<file path="config.mk">
export PLATFORM = sky130hd
export DESIGN_NAME = dtr_store_unit
export DESIGN_NICKNAME = d
export VERILOG_FILES = /design/src/rtl/dtr_pkg.sv /design/src/rtl/dtr_fault_check.sv /design/src/rtl/dtr_byte_seq.sv /design/src/rtl/dtr_store_unit.sv
export SDC_FILE = /design/constraint.sdc
export NUM_CORES = 1
export LEC_CHECK = 0
export BUFFER_PORTS_ARGS = -buffer_cell sky130_fd_sc_hd__buf_2
export CAP_MARGIN = 20
export CORE_MARGIN = 5
export CORE_UTILIZATION = 47
export CTS_CLUSTER_SIZE = 10
export DETAILED_ROUTE_END_ITERATION = 10
export GPL_ROUTABILITY_DRIVEN = 1
export PLACE_DENSITY = 0.77
export SLEW_MARGIN = 20
export SYNTH_ARGS = -nofsm -noshare
export SYNTH_HDL_FRONTEND = slang
export SYNTH_SLANG_ARGS = --single-unit
</file>
<file path="constraint.sdc">
create_clock -name clk -period 3.5 [get_ports clk]
set_clock_uncertainty 0.2 [all_clocks]
set_input_delay 0.7 -clock clk [delete_from_list [all_inputs] [get_ports clk]]
set_output_delay 0.7 -clock clk [all_outputs]
set_load 0.02 [all_outputs]
</file>
<file path="src/rtl/dtr_pkg.sv">
package dtr_pkg;
    localparam int LIMIT_W      = 16;
    localparam int BASE_W       = 64;
    localparam int ADDR_W       = 64;
    localparam int LEGACY_BASE  = 32;
    localparam int CANON_LSB    = 47;
    localparam int IMG_W        = LIMIT_W + BASE_W;
    localparam int LONG_BYTES   = IMG_W / 8;
    localparam int SHORT_BYTES  = (LIMIT_W + LEGACY_BASE) / 8;
    localparam int CNT_W        = $clog2(LONG_BYTES + 1);

    typedef enum logic [1:0] {
        MODE_REAL = 2'd0,
        MODE_PROT = 2'd1,
        MODE_V86  = 2'd2,
        MODE_LONG = 2'd3
    } op_mode_e;

    typedef enum logic [2:0] {
        FLT_NONE = 3'd0,
        FLT_UD   = 3'd1,
        FLT_GP   = 3'd2,
        FLT_SS   = 3'd3,
        FLT_AC   = 3'd4
    } fault_e;

    typedef enum logic [1:0] {
        SQ_IDLE,
        SQ_WRITE,
        SQ_DONE,
        SQ_FAULT
    } seq_state_e;

    typedef struct packed {
        logic [BASE_W-1:0]  base;
        logic [LIMIT_W-1:0] limit;
    } tbl_img_t;

    function automatic logic is_canonical(input logic [ADDR_W-1:0] a);
        return (&a[ADDR_W-1:CANON_LSB]) || !(|a[ADDR_W-1:CANON_LSB]);
    endfunction
endpackage

</file>
<file path="src/rtl/dtr_fault_check.sv">
module dtr_fault_check
    import dtr_pkg::*;
(
    input  op_mode_e          mode,
    input  logic [1:0]        cpl,
    input  logic              umip_en,
    input  logic              lock_pfx,
    input  logic              ac_en,
    input  logic              use_stack,
    input  logic              lim_viol,
    input  logic [ADDR_W-1:0] eff_addr,
    output fault_e            fault
);
    logic ring_checked;
    logic priv_hit;
    logic addr_hit;
    logic align_hit;

    always_comb begin
        ring_checked = (mode == MODE_PROT) || (mode == MODE_LONG);
        priv_hit     = umip_en && ((ring_checked && cpl != 2'd0) || mode == MODE_V86);
        addr_hit     = (mode == MODE_LONG) ? !is_canonical(eff_addr) : lim_viol;
        align_hit    = ac_en && eff_addr[0] &&
                       ((ring_checked && cpl == 2'd3) || mode == MODE_V86);
        if (lock_pfx)       fault = FLT_UD;
        else if (priv_hit)  fault = FLT_GP;
        else if (addr_hit)  fault = use_stack ? FLT_SS : FLT_GP;
        else if (align_hit) fault = FLT_AC;
        else                fault = FLT_NONE;
    end
endmodule

</file>
<file path="src/rtl/dtr_byte_seq.sv">
module dtr_byte_seq
    import dtr_pkg::*;
(
    input  logic              clk,
    input  logic              rst,
    input  logic              launch,
    input  fault_e            fault_in,
    input  tbl_img_t          img_in,
    input  logic [ADDR_W-1:0] addr_in,
    input  logic              long_mode,
    output logic              wr_en_o,
    output logic [ADDR_W-1:0] wr_addr_o,
    output logic [7:0]        wr_data_o,
    output logic              done_o,
    output logic              fault_o,
    output fault_e            code_o,
    output logic              busy_o
);
    seq_state_e        st_q;
    tbl_img_t          img_q;
    logic [ADDR_W-1:0] addr_q;
    logic [CNT_W-1:0]  idx_q;
    logic [CNT_W-1:0]  last_q;
    fault_e            code_q;

    always_ff @(posedge clk) begin
        if (rst) begin
            st_q   <= SQ_IDLE;
            img_q  <= '0;
            addr_q <= '0;
            idx_q  <= '0;
            last_q <= '0;
            code_q <= FLT_NONE;
        end else begin
            case (st_q)
                SQ_IDLE: if (launch) begin
                    img_q  <= img_in;
                    addr_q <= addr_in;
                    idx_q  <= '0;
                    last_q <= long_mode ? CNT_W'(LONG_BYTES - 1) : CNT_W'(SHORT_BYTES - 1);
                    code_q <= fault_in;
                    st_q   <= (fault_in != FLT_NONE) ? SQ_FAULT : SQ_WRITE;
                end
                SQ_WRITE: begin
                    idx_q <= idx_q + 1'b1;
                    if (idx_q == last_q) st_q <= SQ_DONE;
                end
                default: begin
                    code_q <= FLT_NONE;
                    st_q   <= SQ_IDLE;
                end
            endcase
        end
    end

    always_comb begin
        wr_en_o   = (st_q == SQ_WRITE);
        wr_addr_o = addr_q + ADDR_W'(idx_q);
        wr_data_o = img_q[{idx_q, 3'b000} +: 8];
        done_o    = (st_q == SQ_DONE) || (st_q == SQ_FAULT);
        fault_o   = (st_q == SQ_FAULT);
        code_o    = (st_q == SQ_FAULT) ? code_q : FLT_NONE;
        busy_o    = (st_q != SQ_IDLE);
    end


    fault_silent_chk: assert property (@(posedge clk) disable iff (rst)
        fault_o |-> !wr_en_o);

    done_pulse_chk: assert property (@(posedge clk) disable iff (rst)
        done_o |=> !done_o);

    addr_step_chk: assert property (@(posedge clk) disable iff (rst)
        (wr_en_o && $past(wr_en_o)) |-> (wr_addr_o == $past(wr_addr_o) + 1'b1));

    done_after_write_chk: assert property (@(posedge clk) disable iff (rst)
        (done_o && !fault_o) |-> $past(wr_en_o));
endmodule

</file>
<file path="src/rtl/dtr_store_unit.sv">
module dtr_store_unit
    import dtr_pkg::*;
(
    input  logic               clk,
    input  logic               rst,
    input  logic               start,
    input  logic [1:0]         op_mode,
    input  logic [1:0]         cpl,
    input  logic               umip_en,
    input  logic               lock_pfx,
    input  logic               ac_en,
    input  logic               use_stack,
    input  logic               lim_viol,
    input  logic [63:0]        eff_addr,
    input  logic [15:0]        tbl_limit,
    input  logic [63:0]        tbl_base,
    output logic               wr_en,
    output logic [63:0]        wr_addr,
    output logic [7:0]         wr_data,
    output logic               done,
    output logic               fault_valid,
    output logic [2:0]         fault_code
);
    op_mode_e mode;
    fault_e   fault_now;
    fault_e   code_out;
    tbl_img_t img;
    logic     busy;
    logic     launch;

    assign mode   = op_mode_e'(op_mode);
    assign img    = '{base: tbl_base, limit: tbl_limit};
    assign launch = start && !busy;

    dtr_fault_check u_chk (
        .mode      (mode),
        .cpl       (cpl),
        .umip_en   (umip_en),
        .lock_pfx  (lock_pfx),
        .ac_en     (ac_en),
        .use_stack (use_stack),
        .lim_viol  (lim_viol),
        .eff_addr  (eff_addr),
        .fault     (fault_now)
    );

    dtr_byte_seq u_seq (
        .clk       (clk),
        .rst       (rst),
        .launch    (launch),
        .fault_in  (fault_now),
        .img_in    (img),
        .addr_in   (eff_addr),
        .long_mode (mode == MODE_LONG),
        .wr_en_o   (wr_en),
        .wr_addr_o (wr_addr),
        .wr_data_o (wr_data),
        .done_o    (done),
        .fault_o   (fault_valid),
        .code_o    (code_out),
        .busy_o    (busy)
    );

    assign fault_code = code_out;


    lock_fault_chk: assert property (@(posedge clk) disable iff (rst)
        (start && !busy && lock_pfx) |=> (fault_valid && fault_code == 3'd1));

    fault_timing_chk: assert property (@(posedge clk) disable iff (rst)
        fault_valid |-> (done && $past(start)));

    code_quiet_chk: assert property (@(posedge clk) disable iff (rst)
        !fault_valid |-> (fault_code == 3'd0));
endmodule

</file>
==> impl_metrics.toml <==
[outcome]
outcome = "complete, but fails checks"
violations = "setup timing"

[pwr]
ir_drop_mv = 0.330
p_per_area_nw_per_um2 = 461
p_leak_nw = 4.55

[critical_path]
r2r_slack_ns = 1.25
crit_slowest_cell = "fa_2"
crit_path_end_kind = "output pin"
crit_family = "simple AND/OR/NAND/NOR gates"
slowest_delay_ns = 0.36
crit_path_frequent_cell = "buf_4"
r2r_start = "u_seq.st_q[1]$_SDFFE_PP0P_"
path_class = "flip-flop to output pin"
required_ns = 2.60
start_kind = "flip-flop"
critPathArrivalTime_ns = 2.76
worstReg2RegEnd = "u_seq.img_q[36]$_SDFFE_PP0P_"
path_max_fanout = 8
path_cells = "ha_4 -> inv_2 -> fa_2 -> nand2b_4 -> a211oi_4 -> nand3b_4 -> buf_4 -> nor4_4 -> xor2_2 -> buf_4"
worstRegToRegCells = 4
critical_path_buf_inv_count = 3

[detailed_routing]
ant_nets = 0
wire_per_inst_um = 16.4
wl_met1_mm = 9.44
dr_wl_met2_mm = 11.9
wl_met3_mm = 1.65
drc = 0
highest_layer = "met5"
drt_iter0_drc = 504
finalWirelength_mm = 23.8
firstDrtPassIters = 5
vias_per_cell = 5.37
routed-via-count = 7758

[placed_design]
gp_congestion = 0.892
port_buffers = 233
dpl.cell_count = 1389
dpl.hpwl_mm = 16.4
placed_area_um2 = 9250
dp_slack_ns = 0.117

[clock_network]
clockBufferDepth = 2
worst_skew_pair.late_latency_ns = 0.42
cts_hold_buf = 0
cts_tree = "yes"
cts-root-buf = "clkbuf_16"
cts-htree-levels = 4
cts_buffers = 17
clock-sinks = 156
path_clk_slew_ns = 0.06

[synth]
synth-edff-count = 0
synth.avg_cell_area_um2 = 7.89
synth_ff_type = "dfxtp_1"
yosys-top-cells-area = "dfxtp_1 (40%), nand2_1 (15%), a21oi_1 (9.9%)"
synth_cells = 982
synth_top_area_frac = 0.403
synth_commonest_cells = "nand2_1 (319), dfxtp_1 (156), a21oi_1 (154), clkbuf_1 (54), xor2_1 (41)"
synth_cell_type_count = 51
ys_async_sr_fraction = 0
ys_seq_elements = 156
synth.cell_area_um2 = 7750
syn_nets = 1144
yosys.area.top_type = "dfxtp_1"
ys_warn_count = 0
ys_seq_area_frac = 0.403
post-synth-top-count-cell = "nand2_1"

[cells_and_area]
final_area_um2 = 10400
drive_above_1_share = 0.321
nFillCells = 1404
area_delta_synth_final_pct = 34.1
fin_cells = 1445
regArea_um2 = 3130
multi_input_area_um2 = 4660
fin_util = 0.636
fin_nets = 1373

[sta]
fmaxAchievable_mhz = 273
setup_viol = 17
rsz0062_at_grt = "yes"
worstMarginPinSlew_ns = 0.742
setup_ws_ns = -0.158
finalCritPeriodShare = 1.05
hold_viol = 0
min_period_ns = 3.66
fin_hold_ws_ns = 0.253
drv_slew = 0
max_slew_margin = 0.505

[worst_hold_path]
worstHoldPathType = "flip-flop to flip-flop"
hold_path.startpoint = "u_seq.img_q[20]$_SDFFE_PP0P_"
whs_path_depth = 2
min_to = "u_seq.img_q[20]$_SDFFE_PP0P_"

[die]
num_rows = 47
core_area_um2 = 16300
die_x_um = 138
ios = 234
dieArea_um2 = 19100
die_h_um = 138
start_util = 0.474

[global_route]
grt_max_degree = 77
antenna_found_initial = 6
grt_first_pass_wirelength_mm = 37.1
grt_pass1_vias = 7447
track_usage = 0.236
overflow = 0

[run]
max_cap_viol_count = 0
## cells by family (layout without fill, tap and decap cells)
family / Yosys count / after routing / synth area share
multiplexers: 33 / 33 / 0.0685
buffers and inverters: 77 / 315 / 0.0420
other: 0 / 4 / 0
adder cells (fa/ha/maj): 6 / 6 / 0.0107
AND/OR/NAND/NOR: 472 / 473 / 0.284
flip-flops: 156 / 156 / 0.403
AO/OA/AOI/OAI: 172 / 172 / 0.117
XOR/XNOR: 66 / 66 / 0.0746
## worst reg2reg max path: stages, from the launching register on
cell and delay [ns]:
dfxtp_1 0.57, nand2b_4 0.63, buf_4 0.51, nand2_1 0.12, a21oi_1 0.16
## report_power, final
group	internal, W	total [W]	switching, W
logic	0.000330	0.000819	0.000488
registers	0.00191	0.00203	0.000120
clock network	0.00122	0.00194	0.000719
## final cells by class
cell class / instances / area share
Multi-Input combinational cell: 750 / 0.448
Sequential cell: 156 / 0.301
Timing Repair Buffer: 273 / 0.159
Clock buffer: 19 / 0.0436
Tap cell: 220 / 0.0265
Clock inverter: 10 / 0.0160
Inverter: 13 / 0.00470
Antenna cell: 4 / 0.000963
## per-stage QoR
stage	power, W	setup TNS [ns]
after detailed placement	0.00286	0
after global routing	0.00501	-4.09
after floorplan	0.00255	0
after global placement	0.00284	0
after CTS	0.00481	-0.903
final	0.00479	-1.35
## layer usage
metal	vias up	track usage
li1	3761	-
met1	3630	0.285
met2	303	0.401
met3	60	0.0577
met4	4	0.0983
met5	-	0
## state kept, by name (all words and copies together) (netlist names)
signal / flops
u_seq.img_q: 80
u_seq.addr_q: 64
u_seq.idx_q: 4
u_seq.code_q: 3
u_seq.last_q: 3
u_seq.st_q: 2
## placed cells by master (no fill, tap or decap), types with 5 or more instances in the layout
| cell type | netlist | final |
|---|---|---|
| buf_6 | 3 | 13 |
| nand2_1 | 319 | 319 |
| dfxtp_1 | 156 | 152 |
| xor2_2 | 0 | 11 |
| mux2i_1 | 17 | 17 |
| nor3_2 | 8 | 7 |
| clkbuf_16 | 0 | 17 |
| inv_1 | 13 | 12 |
| nor3_4 | 0 | 8 |
| nand3_1 | 22 | 18 |
| buf_2 | 2 | 206 |
| a21oi_1 | 154 | 154 |
| xor2_1 | 41 | 30 |
| nand4_1 | 15 | 15 |
| buf_12 | 0 | 5 |
| nor4_4 | 3 | 8 |
| xnor2_1 | 25 | 23 |
| nor4_1 | 6 | 6 |
| nor3_1 | 17 | 10 |
| nor2_1 | 38 | 32 |
| buf_4 | 3 | 48 |
| o22ai_1 | 8 | 8 |
| nand2b_1 | 8 | 6 |
| mux4_2 | 16 | 16 |
## repair_timing
action,in CTS,in global routing
pin swaps,27,11
gates cloned,1,0
setup endpoints to repair,37,49
buffers inserted,15,7
gates resized for setup,47,37
## worst max-delay path by stage
| stage | startpoint | endpoint | slack (ns) | depth (start not counted) |
|---|---|---|---|---|
| 2_1_floorplan | u_seq.idx_q[1]$_SDFFE_PP0P_ | wr_addr[42] | 0.04 | 10 |
| 4_1_cts | u_seq.addr_q[0]$_SDFFE_PP0P_ | wr_addr[40] | -0.11 | 10 |
| 6_report | u_seq.addr_q[0]$_SDFFE_PP0P_ | wr_addr[48] | -0.16 | 10 |
| 3_3_place_gp | u_seq.addr_q[0]$_SDFFE_PP0P_ | wr_addr[60] | 0.17 | 10 |
| 3_5_place_dp | u_seq.addr_q[0]$_SDFFE_PP0P_ | wr_addr[60] | 0.12 | 10 |
| 5_1_grt | u_seq.addr_q[0]$_SDFFE_PP0P_ | wr_addr[26] | -0.26 | 11 |
No activity file was read; power rests on OpenSTA's default activity.
